$ cat src/rtl/rs_pkg.sv
package rs_pkg;
    localparam int RS_DEF_ENTRIES = 4;
    localparam int RS_DEF_BUSES   = 2;
    localparam int RS_DEF_DATA_W  = 16;
    localparam int RS_DEF_TAG_W   = 4;
    localparam int RS_DEF_OP_W    = 4;
endpackage

$ cat src/rtl/rs_operand_capture.sv
module rs_operand_capture #(
    parameter int N_BUS  = 2,
    parameter int DATA_W = 16,
    parameter int TAG_W  = 4
) (
    input  logic                    have_v,
    input  logic [DATA_W-1:0]       field,
    input  logic [N_BUS-1:0]        bus_valid,
    input  logic [N_BUS*TAG_W-1:0]  bus_tag,
    input  logic [N_BUS*DATA_W-1:0] bus_data,
    output logic                    nxt_v,
    output logic [DATA_W-1:0]       nxt_field
);
    // A pending operand keeps its producer tag in the low bits of the field.
    always_comb begin
        nxt_v     = have_v;
        nxt_field = field;
        if (!have_v) begin
            // Scan from the top so that the lowest matching bus wins.
            for (int k = N_BUS - 1; k >= 0; k--) begin
                if (bus_valid[k] && (bus_tag[k*TAG_W +: TAG_W] == field[TAG_W-1:0])) begin
                    nxt_v     = 1'b1;
                    nxt_field = bus_data[k*DATA_W +: DATA_W];
                end
            end
        end
    end
endmodule

$ cat src/rtl/rs_free_pick.sv
module rs_free_pick #(
    parameter int N_ENT = 4,
    parameter int IDX_W = 2
) (
    input  logic [N_ENT-1:0] busy,
    output logic [IDX_W-1:0] idx,
    output logic             any_free
);
    always_comb begin
        idx      = '0;
        any_free = 1'b0;
        for (int i = N_ENT - 1; i >= 0; i--) begin
            if (!busy[i]) begin
                idx      = IDX_W'(i);
                any_free = 1'b1;
            end
        end
    end
endmodule

$ cat src/rtl/rs_age_pick.sv
module rs_age_pick #(
    parameter int N_ENT = 4
) (
    input  logic [N_ENT-1:0]       ready,
    input  logic [N_ENT*N_ENT-1:0] older,
    output logic [N_ENT-1:0]       grant
);
    // older[i*N_ENT + j] set: entry i was dispatched before entry j.
    for (genvar i = 0; i < N_ENT; i++) begin : g_row
        always_comb begin
            grant[i] = ready[i];
            for (int j = 0; j < N_ENT; j++) begin
                if (!((j == i) || !ready[j] || older[i*N_ENT + j])) begin
                    grant[i] = 1'b0;
                end
            end
        end
    end
endmodule

$ cat src/rtl/rs_station.sv
module rs_station
    import rs_pkg::*;
#(
    parameter int N_ENT  = RS_DEF_ENTRIES,
    parameter int N_BUS  = RS_DEF_BUSES,
    parameter int DATA_W = RS_DEF_DATA_W,
    parameter int TAG_W  = RS_DEF_TAG_W,
    parameter int OP_W   = RS_DEF_OP_W
) (
    input  logic                    clk,
    input  logic                    rst,
    input  logic                    disp_valid_i,
    input  logic [OP_W-1:0]         disp_op_i,
    input  logic                    disp_a_rdy_i,
    input  logic [DATA_W-1:0]       disp_a_i,
    input  logic [TAG_W-1:0]        disp_a_tag_i,
    input  logic                    disp_b_rdy_i,
    input  logic [DATA_W-1:0]       disp_b_i,
    input  logic [TAG_W-1:0]        disp_b_tag_i,
    input  logic [N_BUS-1:0]        bus_valid_i,
    input  logic [N_BUS*TAG_W-1:0]  bus_tag_i,
    input  logic [N_BUS*DATA_W-1:0] bus_data_i,
    output logic                    full_o,
    input  logic                    issue_ready_i,
    output logic                    issue_valid_o,
    output logic [OP_W-1:0]         issue_op_o,
    output logic [DATA_W-1:0]       issue_a_o,
    output logic [DATA_W-1:0]       issue_b_o
);
    localparam int IDX_W = (N_ENT > 1) ? $clog2(N_ENT) : 1;

    typedef struct packed {
        logic              busy;
        logic [OP_W-1:0]   op;
        logic              a_v;
        logic [DATA_W-1:0] a;
        logic              b_v;
        logic [DATA_W-1:0] b;
    } entry_t;

    typedef struct packed {
        entry_t [N_ENT-1:0]            ent;
        logic [N_ENT-1:0][N_ENT-1:0]   older;
    } state_t;

    state_t st_d, st_q;

    logic [N_ENT-1:0]       busy_vec, ready_vec, grant_vec;
    logic [N_ENT*N_ENT-1:0] older_flat;
    logic [IDX_W-1:0]       alloc_idx;
    logic                   any_free, accept, fire;

    logic [N_ENT-1:0]             cap_a_v, cap_b_v;
    logic [N_ENT-1:0][DATA_W-1:0] cap_a, cap_b;
    logic                         dcap_a_v, dcap_b_v;
    logic [DATA_W-1:0]            dcap_a, dcap_b;

    // Occupancy, wakeup condition and age matrix views of the state.
    for (genvar i = 0; i < N_ENT; i++) begin : g_ent
        assign busy_vec[i]  = st_q.ent[i].busy;
        assign ready_vec[i] = st_q.ent[i].busy & st_q.ent[i].a_v & st_q.ent[i].b_v;
        for (genvar j = 0; j < N_ENT; j++) begin : g_col
            assign older_flat[i*N_ENT + j] = st_q.older[i][j];
        end

        rs_operand_capture #(.N_BUS(N_BUS), .DATA_W(DATA_W), .TAG_W(TAG_W)) u_cap_a (
            .have_v    (st_q.ent[i].a_v),
            .field     (st_q.ent[i].a),
            .bus_valid (bus_valid_i),
            .bus_tag   (bus_tag_i),
            .bus_data  (bus_data_i),
            .nxt_v     (cap_a_v[i]),
            .nxt_field (cap_a[i])
        );

        rs_operand_capture #(.N_BUS(N_BUS), .DATA_W(DATA_W), .TAG_W(TAG_W)) u_cap_b (
            .have_v    (st_q.ent[i].b_v),
            .field     (st_q.ent[i].b),
            .bus_valid (bus_valid_i),
            .bus_tag   (bus_tag_i),
            .bus_data  (bus_data_i),
            .nxt_v     (cap_b_v[i]),
            .nxt_field (cap_b[i])
        );
    end

    // Incoming operands see the buses of the dispatch cycle.
    rs_operand_capture #(.N_BUS(N_BUS), .DATA_W(DATA_W), .TAG_W(TAG_W)) u_dcap_a (
        .have_v    (disp_a_rdy_i),
        .field     (disp_a_rdy_i ? disp_a_i : DATA_W'(disp_a_tag_i)),
        .bus_valid (bus_valid_i),
        .bus_tag   (bus_tag_i),
        .bus_data  (bus_data_i),
        .nxt_v     (dcap_a_v),
        .nxt_field (dcap_a)
    );

    rs_operand_capture #(.N_BUS(N_BUS), .DATA_W(DATA_W), .TAG_W(TAG_W)) u_dcap_b (
        .have_v    (disp_b_rdy_i),
        .field     (disp_b_rdy_i ? disp_b_i : DATA_W'(disp_b_tag_i)),
        .bus_valid (bus_valid_i),
        .bus_tag   (bus_tag_i),
        .bus_data  (bus_data_i),
        .nxt_v     (dcap_b_v),
        .nxt_field (dcap_b)
    );

    rs_free_pick #(.N_ENT(N_ENT), .IDX_W(IDX_W)) u_free (
        .busy     (busy_vec),
        .idx      (alloc_idx),
        .any_free (any_free)
    );

    rs_age_pick #(.N_ENT(N_ENT)) u_sel (
        .ready (ready_vec),
        .older (older_flat),
        .grant (grant_vec)
    );

    assign full_o        = ~any_free;
    assign accept        = disp_valid_i & any_free;
    assign issue_valid_o = |grant_vec;
    assign fire          = issue_valid_o & issue_ready_i;

    // Issue mux: the grant is one-hot, so an OR of masked fields suffices.
    always_comb begin
        issue_op_o = '0;
        issue_a_o  = '0;
        issue_b_o  = '0;
        for (int i = 0; i < N_ENT; i++) begin
            if (grant_vec[i]) begin
                issue_op_o = issue_op_o | st_q.ent[i].op;
                issue_a_o  = issue_a_o  | st_q.ent[i].a;
                issue_b_o  = issue_b_o  | st_q.ent[i].b;
            end
        end
    end

    always_comb begin
        st_d = st_q;
        // Wakeup of waiting operands.
        for (int i = 0; i < N_ENT; i++) begin
            st_d.ent[i].a_v = cap_a_v[i];
            st_d.ent[i].a   = cap_a[i];
            st_d.ent[i].b_v = cap_b_v[i];
            st_d.ent[i].b   = cap_b[i];
        end
        // Deallocation of the accepted entry.
        if (fire) begin
            for (int i = 0; i < N_ENT; i++) begin
                if (grant_vec[i]) begin
                    st_d.ent[i].busy = 1'b0;
                end
            end
        end
        // Allocation into the lowest free slot; the new entry is youngest.
        if (accept) begin
            st_d.ent[alloc_idx].busy = 1'b1;
            st_d.ent[alloc_idx].op   = disp_op_i;
            st_d.ent[alloc_idx].a_v  = dcap_a_v;
            st_d.ent[alloc_idx].a    = dcap_a;
            st_d.ent[alloc_idx].b_v  = dcap_b_v;
            st_d.ent[alloc_idx].b    = dcap_b;
            for (int j = 0; j < N_ENT; j++) begin
                st_d.older[alloc_idx][j] = 1'b0;
                st_d.older[j][alloc_idx] = (j != int'(alloc_idx));
            end
        end
    end

    always_ff @(posedge clk) begin
        if (rst) begin
            st_q <= '0;
        end else begin
            st_q <= st_d;
        end
    end
endmodule

$ cat config.mk
export PLATFORM = sky130hd
export DESIGN_NAME = rs_station
export DESIGN_NICKNAME = d
export VERILOG_FILES = /design/src/rtl/rs_pkg.sv /design/src/rtl/rs_operand_capture.sv /design/src/rtl/rs_free_pick.sv /design/src/rtl/rs_age_pick.sv /design/src/rtl/rs_station.sv
export SDC_FILE = /design/constraint.sdc
export NUM_CORES = 1
export LEC_CHECK = 0
export CAP_MARGIN = 20
export CELL_PAD_IN_SITES_DETAIL_PLACEMENT = 1
export CELL_PAD_IN_SITES_GLOBAL_PLACEMENT = 1
export CORE_AREA = 4 4 145 217
export DETAILED_ROUTE_END_ITERATION = 10
export DIE_AREA = 0 0 149 221
export HOLD_SLACK_MARGIN = 0.15
export PLACE_DENSITY = 0.77
export SYNTH_ARGS = -nofsm -noshare
export SYNTH_HDL_FRONTEND = slang
export SYNTH_HIERARCHICAL = 1
export SYNTH_SLANG_ARGS = --single-unit
$ cat constraint.sdc
create_clock -name clk -period 5.2 [get_ports clk]
set_clock_uncertainty 0.15 [all_clocks]
set_input_delay 1.04 -clock clk [delete_from_list [all_inputs] [get_ports clk]]
set_output_delay 1.04 -clock clk [all_outputs]
set_load 0.02 [all_outputs]
==> metrics.md <==
| Metric | Value |
|---|---|
| Die Span Y | `221 microns` |
| Yosys warnings | `6` |
| Final hold violation count | `0` |
| Setup Buffers After CTS | `0` |
| Clk Latency, worst-skew pair | `450 ps` |
| Total number of vias | `11650` |
| Final ANT Viol Nets | `0` |
| Register area | `0.003363 sq mm` |
| Fillers | `3383` |
| Final instance area | `~0.015 sq mm` |
| Worst hold path class | `reg -> reg` |
| # DRC | `0` |
| GRT Resource Usage Total | `0.2863` |
| Std-Cell Rows | `77` |
| Area of the mapped netlist | `0.01242 sq mm` |
| DIE WIDTH | `approximately 150 microns` |
| Final Non-Filler Cells | `1834` |
| Total Wirelength | `48490 microns` |
| Pin count of the biggest net entering global routing | `101` |
| Met3 GRT Util | `0.04216` |
| Post-Syn Nets | `1429` |
| Setup_tns | `0 ps` |
| Actual slew at the worst max-slew pin | `1176 ps` |
| Initial core utilization | `0.4211` |
| Post-Place Cells | `roughly 1800` |
| Post-CTS Resized | `0` |
| LEAKAGE | `between 5 and 6 nW` |
| Worst-case clock buffer depth | `2` |
| Diode count | `0` |
| Vias in the first global route | `around 12000` |
| Layout cells sized above 1 | `0.1063` |
| GR Util met1 | `0.3294` |
| Synth-to-layout area growth | `17.78%` |
| Initial antenna violation count | `0` |
| Max FO, Critical Path | `38` |
| Pre-antenna DRT Iters | `7` |
| Post-Syn Instances | `1337` |
| RSZ-0062 raised after global routing | `no` |
| Max_cap viols | `0` |
| Gpl congestion | `roughly 0.88` |
| IO Port Bufs | `129` |
| Met2 usage | `0.4990` |
| PnR worst setup slack | `around 530 ps` |
| Pre-CTS WS | `961.6 ps` |
| Vias/cell | `6.352` |
| Crit path kind | `reg -> out` |
| Max Fclk | `214.2 MHz` |
| CP peak stage delay | `1010 ps` |
| Critical Path Slowest Stage Cell | `o2111a_2` |
| Post-DP Area | `0.01396 sq mm` |
| Core area | `about 0.029 sq mm` |
| Pwr dens | `between 200 and 250 mW/mm^2` |
| Clk sink count | `between 150 and 200` |
| Top-level I/O count | `130` |
| Avg Inst Size Synth | `approximately 9.3 sq um` |
| Clock-pin slew on the worst setup and hold paths | `70 ps` |
| Post-DP HPWL | `~31000 microns` |
| Congestion Overflow GR | `0` |
| Clk root buf | `clkbuf_16` |
| Crit path DAT | `3480 ps` |
| Die Area | `0.03293 sq mm` |
| First-pass GRT wire length | `72970 microns` |
| Multi-input gate area | `approximately 0.0084 sq mm` |
| Final Cycle Share | `0.8977` |
| Worst vdd ir | `0.0002407 V` |
| CP cell instances | `and3_1 > nand2b_1 > o2111a_2 > a22oi_1 > nand2_1 > clkdlybuf4s50_1` |
| Slew headroom | `0.2161` |
| Iteration-0 DRC Markers | `1024` |
| Global route hottest layer | `met2` |
| Cts hold-fix bufs | `0` |
| Finish-stage setup viols | `0` |
| # H-tree levels | `4` |
| Final Critical Period | `about 4700 ps` |
| TritonCTS clock tree | `built` |
| Final net count | `approximately 1500` |
| Num CTS Buffers | `17` |
| WL/cell | `26.44 microns` |
| Worst path required time | `4010 ps` |
| Crit. End Element | `primary output` |
| Pins Over Slew Limit | `0` |
| Status | `complete, no violations` |
| Critical Path Start Type | `register` |
## power by group
part | switching, mW | internal (mW)
sequential | 0.0755 | 1.36
clock | 0.571 | 0.827
combinational | 0.395 | 0.335
total | 1.04 | 2.52
## cells in the final DEF (no fill, tap or decap), types with 37 or more instances in the layout
cell             count
a221o_1            170
a22oi_1             72
and2_1             184
buf_4               37
clkdlybuf4s50_1    128
dfxtp_1            168
mux2i_1            152
nand2_1             47
nand2b_1           224
xnor2_1             40
## final cells by class
class | instances | area share
sequential | 168 | 0.2300
inverter | 27 | 0.006931
timing repair buffer | 168 | 0.1106
multi-input combinational | 1044 | 0.5755
clock buffer | 20 | 0.03123
clock inverter | 12 | 0.01189
tap | 395 | 0.03380
## worst max-delay path: cells and delay by family, from the launching register on
kind                   cells  cell delay [ps]
AO/OA/AOI/OAI              2             1300
buffers and inverters      1              630
flip-flops                 1              430
AND/OR/NAND/NOR            3              640
## per-layer routing
metal  routed length (microns)  vias up
met3                      2752      165
met5                         0        -
met4                      2805        0
li1                          -     5120
met1                     18600     5887
met2                     24340      477
## stage by stage
stage | utilization | power [mW] | hold WS [ps]
after CTS | 0.4951 | 3.566 | 311.7
after global routing | 0.4960 | 3.671 | 336.0
after global placement | 0.4733 | 2.154 | 295.0
after floorplan | - | 1.901 | 278.7
final | 0.4960 | 3.561 | 311.1
after detailed placement | 0.4737 | 2.176 | 299.4
## worst paths after layout
check | from | end | slack [ps] | cells after the start
setup reg to reg | busy_vec[3]$_SDFF_PP0_ | register | 2270 | 5
hold reg to reg | older_flat[9]$_SDFFE_PP0P_ | older_flat[9]$_SDFFE_PP0P_ | 310 | 2
hold / removal | older_flat[9]$_SDFFE_PP0P_ | older_flat[9]$_SDFFE_PP0P_ | 310 | 2
setup / recovery | st_q[127]$_SDFF_PP0_ | issue_a_o[15] | 530 | 6
Note: power is estimated with default switching activity, not from simulation.
